### src/rtl/reorder_buf_pkg.sv
package reorder_buf_pkg;
  typedef enum logic [1:0] {
    HD_EMPTY,
    HD_BUSY,
    HD_RETIRE,
    HD_FAULT
  } head_state_e;
endpackage

### src/rtl/rob_ptr_ctrl.sv
module rob_ptr_ctrl #(
  parameter int DEPTH = 8,
  localparam int IDX_W = $clog2(DEPTH)
) (
  input  logic             clk_i,
  input  logic             rst_ni,
  input  logic             push_i,
  input  logic             pop_i,
  input  logic             clear_i,
  output logic [IDX_W-1:0] head_idx_o,
  output logic [IDX_W-1:0] tail_idx_o,
  output logic             full_o
);
  logic [IDX_W:0] head_q, tail_q;

  always_ff @(posedge clk_i or negedge rst_ni) begin
    if (!rst_ni) begin
      head_q <= '0;
      tail_q <= '0;
    end else if (clear_i) begin
      head_q <= '0;
      tail_q <= '0;
    end else begin
      if (push_i) tail_q <= tail_q + 1'b1;
      if (pop_i)  head_q <= head_q + 1'b1;
    end
  end

  assign head_idx_o = head_q[IDX_W-1:0];
  assign tail_idx_o = tail_q[IDX_W-1:0];
  // same slot, opposite lap
  assign full_o = (head_q[IDX_W-1:0] == tail_q[IDX_W-1:0]) && (head_q[IDX_W] != tail_q[IDX_W]);
endmodule

### src/rtl/rob_entry_array.sv
module rob_entry_array #(
  parameter int DEPTH  = 8,
  parameter int REG_W  = 5,
  parameter int DATA_W = 32,
  localparam int IDX_W = $clog2(DEPTH)
) (
  input  logic              clk_i,
  input  logic              rst_ni,
  input  logic              clear_i,
  input  logic              alloc_en_i,
  input  logic [IDX_W-1:0]  alloc_idx_i,
  input  logic [REG_W-1:0]  alloc_dest_i,
  input  logic              cmpl_en_i,
  input  logic [IDX_W-1:0]  cmpl_idx_i,
  input  logic [DATA_W-1:0] cmpl_data_i,
  input  logic              cmpl_exc_i,
  input  logic              free_en_i,
  input  logic [IDX_W-1:0]  free_idx_i,
  output logic [DEPTH-1:0]  valid_o,
  output logic [DEPTH-1:0]  done_o,
  output logic [DEPTH-1:0]  exc_o,
  output logic [REG_W-1:0]  dest_o [DEPTH],
  output logic [DATA_W-1:0] data_o [DEPTH]
);
  for (genvar e = 0; e < DEPTH; e++) begin : g_slot
    logic hit_alloc, hit_cmpl, hit_free;
    assign hit_alloc = alloc_en_i && (alloc_idx_i == IDX_W'(e));
    assign hit_cmpl  = cmpl_en_i  && (cmpl_idx_i  == IDX_W'(e));
    assign hit_free  = free_en_i  && (free_idx_i  == IDX_W'(e));

    always_ff @(posedge clk_i or negedge rst_ni) begin
      if (!rst_ni) begin
        valid_o[e] <= 1'b0;
        done_o[e]  <= 1'b0;
        exc_o[e]   <= 1'b0;
        dest_o[e]  <= '0;
        data_o[e]  <= '0;
      end else if (clear_i) begin
        valid_o[e] <= 1'b0;
        done_o[e]  <= 1'b0;
        exc_o[e]   <= 1'b0;
      end else if (hit_alloc) begin
        valid_o[e] <= 1'b1;
        done_o[e]  <= 1'b0;
        exc_o[e]   <= 1'b0;
        dest_o[e]  <= alloc_dest_i;
      end else if (hit_free) begin
        valid_o[e] <= 1'b0;
        done_o[e]  <= 1'b0;
      end else if (hit_cmpl) begin
        done_o[e]  <= 1'b1;
        exc_o[e]   <= cmpl_exc_i;
        data_o[e]  <= cmpl_data_i;
      end
    end
  end
endmodule

### src/rtl/rob_head_eval.sv
module rob_head_eval
  import reorder_buf_pkg::*;
(
  input  logic        valid_i,
  input  logic        done_i,
  input  logic        exc_i,
  output head_state_e state_o
);
  always_comb begin
    if (!valid_i)     state_o = HD_EMPTY;
    else if (!done_i) state_o = HD_BUSY;
    else if (exc_i)   state_o = HD_FAULT;
    else              state_o = HD_RETIRE;
  end
endmodule

### src/rtl/reorder_buf.sv
module reorder_buf
  import reorder_buf_pkg::*;
#(
  parameter int DEPTH  = 8,
  parameter int REG_W  = 5,
  parameter int DATA_W = 32,
  localparam int IDX_W = $clog2(DEPTH),
  localparam int TAG_W = IDX_W + 1
) (
  input  logic              clk_i,
  input  logic              rst_ni,
  input  logic              disp_valid_i,
  input  logic [REG_W-1:0]  disp_dest_i,
  output logic              disp_ready_o,
  output logic [TAG_W-1:0]  disp_tag_o,
  input  logic              cmpl_valid_i,
  input  logic [TAG_W-1:0]  cmpl_tag_i,
  input  logic [DATA_W-1:0] cmpl_value_i,
  input  logic              cmpl_exc_i,
  output logic              ret_valid_o,
  output logic [REG_W-1:0]  ret_dest_o,
  output logic [DATA_W-1:0] ret_value_o,
  output logic [TAG_W-1:0]  ret_tag_o,
  output logic              flush_o
);
  logic [IDX_W-1:0]  head_idx, tail_idx, cmpl_idx;
  logic [TAG_W-1:0]  cmpl_off;
  logic              full, disp_fire, ret_fire, flush, cmpl_en;
  logic [DEPTH-1:0]  ent_valid, ent_done, ent_exc;
  logic [REG_W-1:0]  ent_dest [DEPTH];
  logic [DATA_W-1:0] ent_data [DEPTH];
  head_state_e       head_st;

  rob_ptr_ctrl #(.DEPTH(DEPTH)) u_ptr (
    .clk_i      (clk_i),
    .rst_ni     (rst_ni),
    .push_i     (disp_fire),
    .pop_i      (ret_fire),
    .clear_i    (flush),
    .head_idx_o (head_idx),
    .tail_idx_o (tail_idx),
    .full_o     (full)
  );

  // tag 0 -> offset wraps to all ones, top bit rejects it with tags above DEPTH
  assign cmpl_off = cmpl_tag_i - TAG_W'(1);
  assign cmpl_idx = cmpl_off[IDX_W-1:0];
  assign cmpl_en  = cmpl_valid_i && !cmpl_off[IDX_W] && ent_valid[cmpl_idx] && !flush;

  rob_entry_array #(.DEPTH(DEPTH), .REG_W(REG_W), .DATA_W(DATA_W)) u_arr (
    .clk_i        (clk_i),
    .rst_ni       (rst_ni),
    .clear_i      (flush),
    .alloc_en_i   (disp_fire),
    .alloc_idx_i  (tail_idx),
    .alloc_dest_i (disp_dest_i),
    .cmpl_en_i    (cmpl_en),
    .cmpl_idx_i   (cmpl_idx),
    .cmpl_data_i  (cmpl_value_i),
    .cmpl_exc_i   (cmpl_exc_i),
    .free_en_i    (ret_fire),
    .free_idx_i   (head_idx),
    .valid_o      (ent_valid),
    .done_o       (ent_done),
    .exc_o        (ent_exc),
    .dest_o       (ent_dest),
    .data_o       (ent_data)
  );

  rob_head_eval u_head (
    .valid_i (ent_valid[head_idx]),
    .done_i  (ent_done[head_idx]),
    .exc_i   (ent_exc[head_idx]),
    .state_o (head_st)
  );

  assign flush        = (head_st == HD_FAULT);
  assign ret_fire     = (head_st == HD_RETIRE);
  assign disp_ready_o = !full && !flush;
  assign disp_fire    = disp_valid_i && disp_ready_o;
  assign disp_tag_o   = {1'b0, tail_idx} + TAG_W'(1);

  assign ret_valid_o = ret_fire;
  assign ret_dest_o  = ent_dest[head_idx];
  assign ret_value_o = ent_data[head_idx];
  assign ret_tag_o   = {1'b0, head_idx} + TAG_W'(1);
  assign flush_o     = flush;
endmodule

### config.mk
export PLATFORM = sky130hd
export DESIGN_NAME = reorder_buf
export DESIGN_NICKNAME = d
export VERILOG_FILES = /design/src/rtl/reorder_buf_pkg.sv /design/src/rtl/rob_ptr_ctrl.sv /design/src/rtl/rob_entry_array.sv /design/src/rtl/rob_head_eval.sv /design/src/rtl/reorder_buf.sv
export SDC_FILE = /design/constraint.sdc
export NUM_CORES = 1
export LEC_CHECK = 0
export BUFFER_PORTS_ARGS = -buffer_cell sky130_fd_sc_hd__buf_2
export CORE_ASPECT_RATIO = 0.75
export CORE_UTILIZATION = 55
export DETAILED_ROUTE_END_ITERATION = 6
export HOLD_SLACK_MARGIN = 0.1
export PLACE_DENSITY_LB_ADDON = 0.25
export RECOVER_POWER = 50
export SKIP_CTS_REPAIR_TIMING = 1
export SLEW_MARGIN = 0
export SYNTH_ARGS = -nofsm -noshare
export SYNTH_HDL_FRONTEND = slang
export SYNTH_SLANG_ARGS = --single-unit
export TNS_END_PERCENT = 50
### constraint.sdc
create_clock -name clk_i -period 2.75 [get_ports clk_i]
set_input_delay 0.55 -clock clk_i [delete_from_list [all_inputs] [get_ports clk_i]]
set_output_delay 0.55 -clock clk_i [all_outputs]
set_load 0.1 [all_outputs]
* After elaboration in Yosys (flattened, before gate mapping)
Cells that the tools add are included.
Storage, ports and cells: register bits 328
Cells by class: add/subtract/negate cells 5, order comparisons 3, equal/unequal tests 33, multiplexer cells 109, bitwise operators 18, reduce and logical (&&, ||, !) cells 86
Operators by type and width (count):
- $bmux 32 s3 | 1
- $mux 1 | 93
- $mux 32 | 2
- $reduce_bool 3->1 | 16
- $eq 3x3->1 const B | 12
- $reduce_and 2->1 | 16
- $reduce_and 4->1 | 8
- $reduce_bool 4->1 | 8
- $logic_and 1x1->1 | 30
- $ne 3x2->1 const B | 8
- $eq 3x2->1 const B | 6
- $not 1->1 | 17
- $mux 4 | 4
- $bmux 5 s3 | 1
- $bmux 1 s3 | 4
- $mux 5 | 2
- $eq 3x1->1 const B | 3
- $logic_not 3->1 | 3
- $add 3x1->4 const B | 2
- $add 4x1->4 const B | 2
- $lt 3x4->1 const B | 2
- $eq 2x2->1 const B | 2
- $ge 4x4->1 const B | 1
- $mux 2 | 2
- other kinds (6) | 9

* Longest topological paths before layout
depth in word-level cells 13, depth in mapped cells 10

* Hierarchy
A second synthesis with hierarchy kept.
Unflattened totals: cells, all modules 965, area, all modules 15840.2 µm²
By module, submodules not included:
- rob_entry_array | times used 1, cells an instance 752, area an instance 12492.0 µm², sequential area each 8007.7 µm²
- reorder_buf | times used 1, cells an instance 166, area an instance 2861.5 µm², sequential area each 0.0 µm²
- rob_ptr_ctrl | times used 1, cells an instance 44, area an instance 469.2 µm², sequential area each 200.2 µm²
- rob_head_eval | times used 1, cells an instance 3, area an instance 17.5 µm², sequential area each 0.0 µm²

* Least setup slack after synthesis
Ideal clock, no wire load.
kind reg2out, start reg u_ptr.head_q[0], end out disp_ready_o, arrival 4.071 ns, data required time 2.200 ns, slack -1.871 ns, stages on the path, launching flop included 10, path buffers 3, cells stage by stage dfrtp_1 buf_6 inv_2 mux4_2 mux2i_4 nand2_2 inv_2 clkbuf_1 clkbuf_1 nor2_1
On the way: cells in the longest elaborated chain, start to end 8, elaborated cells between the ends (all ways) 15, classes of those cells eq/ne: 2; mux: 9; reduce/logical: 4
RTL lines:
- start: declaration | line rob_ptr_ctrl.sv:14 | logic [IDX_W:0] head_q, tail_q;
- start signal: assignment | line rob_ptr_ctrl.sv:25 | if (pop_i) head_q <= head_q + 1'b1;
- $bmux 1 s3 | line reorder_buf.sv:73 | .exc_i (ent_exc[head_idx]),
- $mux 1 (implied by the code) | line reorder_buf.sv:73
- $mux 1 | line rob_head_eval.sv:12 | else if (exc_i) state_o = HD_FAULT;
- $mux 2 | line rob_head_eval.sv:11 | else if (!done_i) state_o = HD_BUSY;
- $mux 2 (*) | line rob_head_eval.sv:10 | if (!valid_i) state_o = HD_EMPTY;
- $eq 2x2->1 (*) | line reorder_buf.sv:77 | assign flush = (head_st == HD_FAULT);
- via flush_o | line reorder_buf.sv:24 | output logic flush_o
- $logic_not 1->1 (*) | line reorder_buf.sv:79 | assign disp_ready_o = !full && !flush;
- $logic_and 1x1->1 (*) | line reorder_buf.sv:79
- end: declaration | line reorder_buf.sv:14 | output logic disp_ready_o,
The timed path passes the listed nets; every way through them passes the cells marked *. The select of a mux whose other input is x is not followed.

* Worst setup path after layout
start reg u_ptr.head_q[0], end out ret_valid_o
On the way: cells in the longest elaborated chain, start to end 6, elaborated cells between the ends (all ways) 10, classes of those cells eq/ne: 1; mux: 9
RTL lines:
- $bmux 1 s3 | line reorder_buf.sv:73
- $mux 1 (implied by the code) | line reorder_buf.sv:73
- $mux 1 | line rob_head_eval.sv:12
- $mux 2 | line rob_head_eval.sv:11
- $mux 2 (*) | line rob_head_eval.sv:10
- $eq 2x2->1 (*) | line reorder_buf.sv:78 | assign ret_fire = (head_st == HD_RETIRE);
- end: declaration | line reorder_buf.sv:20 | output logic ret_valid_o,
Every way passes the cells marked *; elsewhere a longest branch is shown, timed or not. The select of a mux whose other input is x is not followed.

==> qor.csv <==
stage;metric;value;unit
sta;rsz0062_at_grt;true;
synth;synth-main-ff-cell;dfrtp_1;
synth;synth_enable_flop_cells;0;
setup_path;crit_chain;inv_6 > mux4_2 > mux2i_4 > buf_6 > buf_6 > nand2_2 > clkinvlp_4 > buf_12;
sta;period_share;117;%
final_layout;layout.nets;1318;
floorplan;start_util;56.7;%
run;drv_cap;1;
final_layout;syn_to_final_growth;27.0;%
floorplan;ioPinCount;94;
global_route;grt_pass1_wl;56100;microns
clocking;worstSkewPairLatency;0.57;ns
sta;setup_tns;-56.45;ns
synth;yosysWarnings;0;
route;via_per_inst;6.11;
clocking;cts_tree;yes;
setup_path;crit_path_end_kind;primary output;
route;wl;39500;microns
clocking;clkTransAtPathRegs;0.06;ns
floorplan;coreArea;27300;sq um
synth;syn_inst;1066;
global_route;grt_max_degree;75;
sta;period_minus_slack;3.21;ns
sta;final-setup-viol-count;302;
final_layout;final_cells;1633;
setup_path;arrival;2.66;ns
clocking;cts_max_path_buffers;3;
place;place_hpwl;21900;microns
final_layout;drive_gt1_share;57.8;%
synth;synth_cell_types;53;
synth;synth_common_cells;dfrtp_1 (328), mux2_2 (263), nand2_1 (137);
clocking;cts_inserted_buffers;31;
worst_hold_path;hp-start;cmpl_value_i[2];
place;dp_slack;-0.322;ns
status;violations;max-capacitance violations, max-slew violations, negative setup slack;
setup_path;slowest_delay;0.61;ns
clocking;cts_sinks;328;
global_route;grt_pass1_vias;9971;
synth;postSynthAreaPerCell;14.5;sq um
sta;max_slew_margin;-30.3;%
place;placed_cells;1526;
floorplan;die-area;28800;sq um
place;dpl_cell_area;17300;sq um
sta;fmax;311;MHz
synth;syn-cell-area;15400;sq um
route;final_antenna_net_count;0;
floorplan;die_h;147;microns
synth;syn_nets;1129;
setup_path;path_class;register to primary output;
route;wl_per_cell;24.2;microns
route;dr.pass1.iters;5;
synth;synth_top_area_share;53.1;%
sta;slew_viol_final;74;
place;gp_congestion;0.919;
sta;worst_pin_slew;1.95;ns
setup_path;crit_fanout;7;
synth;synth_top_cell_by_area;dfrtp_1;
setup_path;startpoint_type;register;
setup_path;crit_slowest_cell;mux4_2;
sta;fin_ws;-0.462;ns
status;status;finished with violations;
setup_path;ff2ff_setup_slack;-0.30;ns
clocking;cts-root-buf;clkbuf_16;
synth;ys_seq_elements;328;
clocking;htreeDepth;1;
setup_path;r2r_start;u_ptr.head_q[0];
global_route;antenna_found_initial;3;
worst_hold_path;hp-class;input port to register;
route;drt_iter0_markers;602;
synth;yosysMostFrequentCell;dfrtp_1;
final_layout;design_area;19600;sq um
sta;fin_skew;0.00832;ns
synth;yosys-top-cells-area;dfrtp_1 (53%), mux2_2 (19%), mux4_2 (12%);
sta;hold_viol_final;0;
synth;synth_seq_area_share;53.1;%
global_route;track_usage;25.0;%
floorplan;num_rows;52;
route;drcViolationCount;0;
setup_path;required;2.20;ns
route;vias;9974;
global_route;overflow;0;
setup_path;worst_path_most_repeated_cell;buf_6;
place;portBuffers;93;
setup_path;setup.worst_path.start;u_ptr.head_q[0];
synth;synthArstFlopShare;100;%
floorplan;die_w;196;microns
per-stage QoR:
stage	hold WS, ns	util [%]
floorplan	0.254	-
finish	0.320	72.0
global placement	0.466	63.6
CTS	-0.0491	67.4
detailed placement	0.471	63.6
global route	0.313	72.0
layer usage:
metal / vias up / part of all wire, % / wire [microns] / GRT usage (%)
li1: 4284 / - / - / -
met1: 5285 / 45 / 17600 / 37.6
met2: 337 / 48 / 18800 / 39.2
met3: 68 / 5.6 / 2200 / 3.24
met4: 0 / 2.2 / 865 / 5.51
met5: - / 0 / 0 / 0
cells by family (layout without fill, tap and decap cells):
kind of cell             count (synthesis)  after routing  share of synthesized area, %
multiplexers                           383            383                          34.5
AND/OR/NAND/NOR                        200            200                          5.52
AO/OA/AOI/OAI                           50             50                          2.39
other                                    0              3                             0
buffers and inverters                   79            292                          2.53
flip-flops                             328            328                          53.1
adder cells (fa/ha/maj)                 17             17                          1.38
XOR/XNOR                                 9              9                         0.510
layout by cell type, fill, tap and decap left out, types with 4 or more instances in the layout:
master,instances
buf_6,17
mux2_2,248
mux2i_1,4
mux2_4,46
xor2_1,6
bufinv_16,4
nor3_1,5
mux4_2,80
buf_2,49
buf_4,71
a21oi_1,8
nand3_1,4
clkinv_2,9
inv_1,10
clkbuf_16,46
a21o_1,9
nor2_1,19
nor2_4,5
nand4_1,5
clkbuf_8,5
and2_1,4
nand2_4,5
nand2_1,78
buf_12,53
nand2_2,55
ha_1,15
and3_1,5
o21ai_0,5
clkbuf_1,6
a211oi_1,4
buf_8,10
dfrtp_1,325
critical path, delay by kind of cell, from the launching register on:
family,cells,cell delay [ns]
mux,2,0.81
buf+inv,5,0.65
flops,1,0.55
simple gates,1,0.08
state kept, by name, summed over array words and instances (netlist names):
name,flops
u_arr.done_o,8
u_ptr.head_q,4
u_ptr.tail_q,4
u_arr.valid_o,8
u_arr.dest_o,40
u_arr.data_o,256
u_arr.exc_o,8
area by class of cell:
| cell class | instances | area (sq um) |
|---|---|---|
| Inverter | 16 | 71.3 |
| Timing Repair Buffer | 219 | 2630 |
| Clock inverter | 15 | 181 |
| Fill cell | 1748 | 7640 |
| Tap cell | 351 | 439 |
| Multi-Input combinational cell | 659 | 7210 |
| Clock buffer | 42 | 867 |
| Antenna cell | 3 | 7.51 |
| Sequential cell | 328 | 8220 |
final timing paths:
check,end,cells after the start
max,ret_valid_o,8
min,u_arr.data_o[162],2
max reg2reg,u_arr.data_o[108],12
min reg2reg,u_arr.data_o[162],1
max in group asynchronous,u_ptr.head_q[0],2
min in group asynchronous,u_arr.data_o[230],2
Power is not shown: default switching activity piles up to over one toggle a cycle in this logic, so the estimate is an artifact.
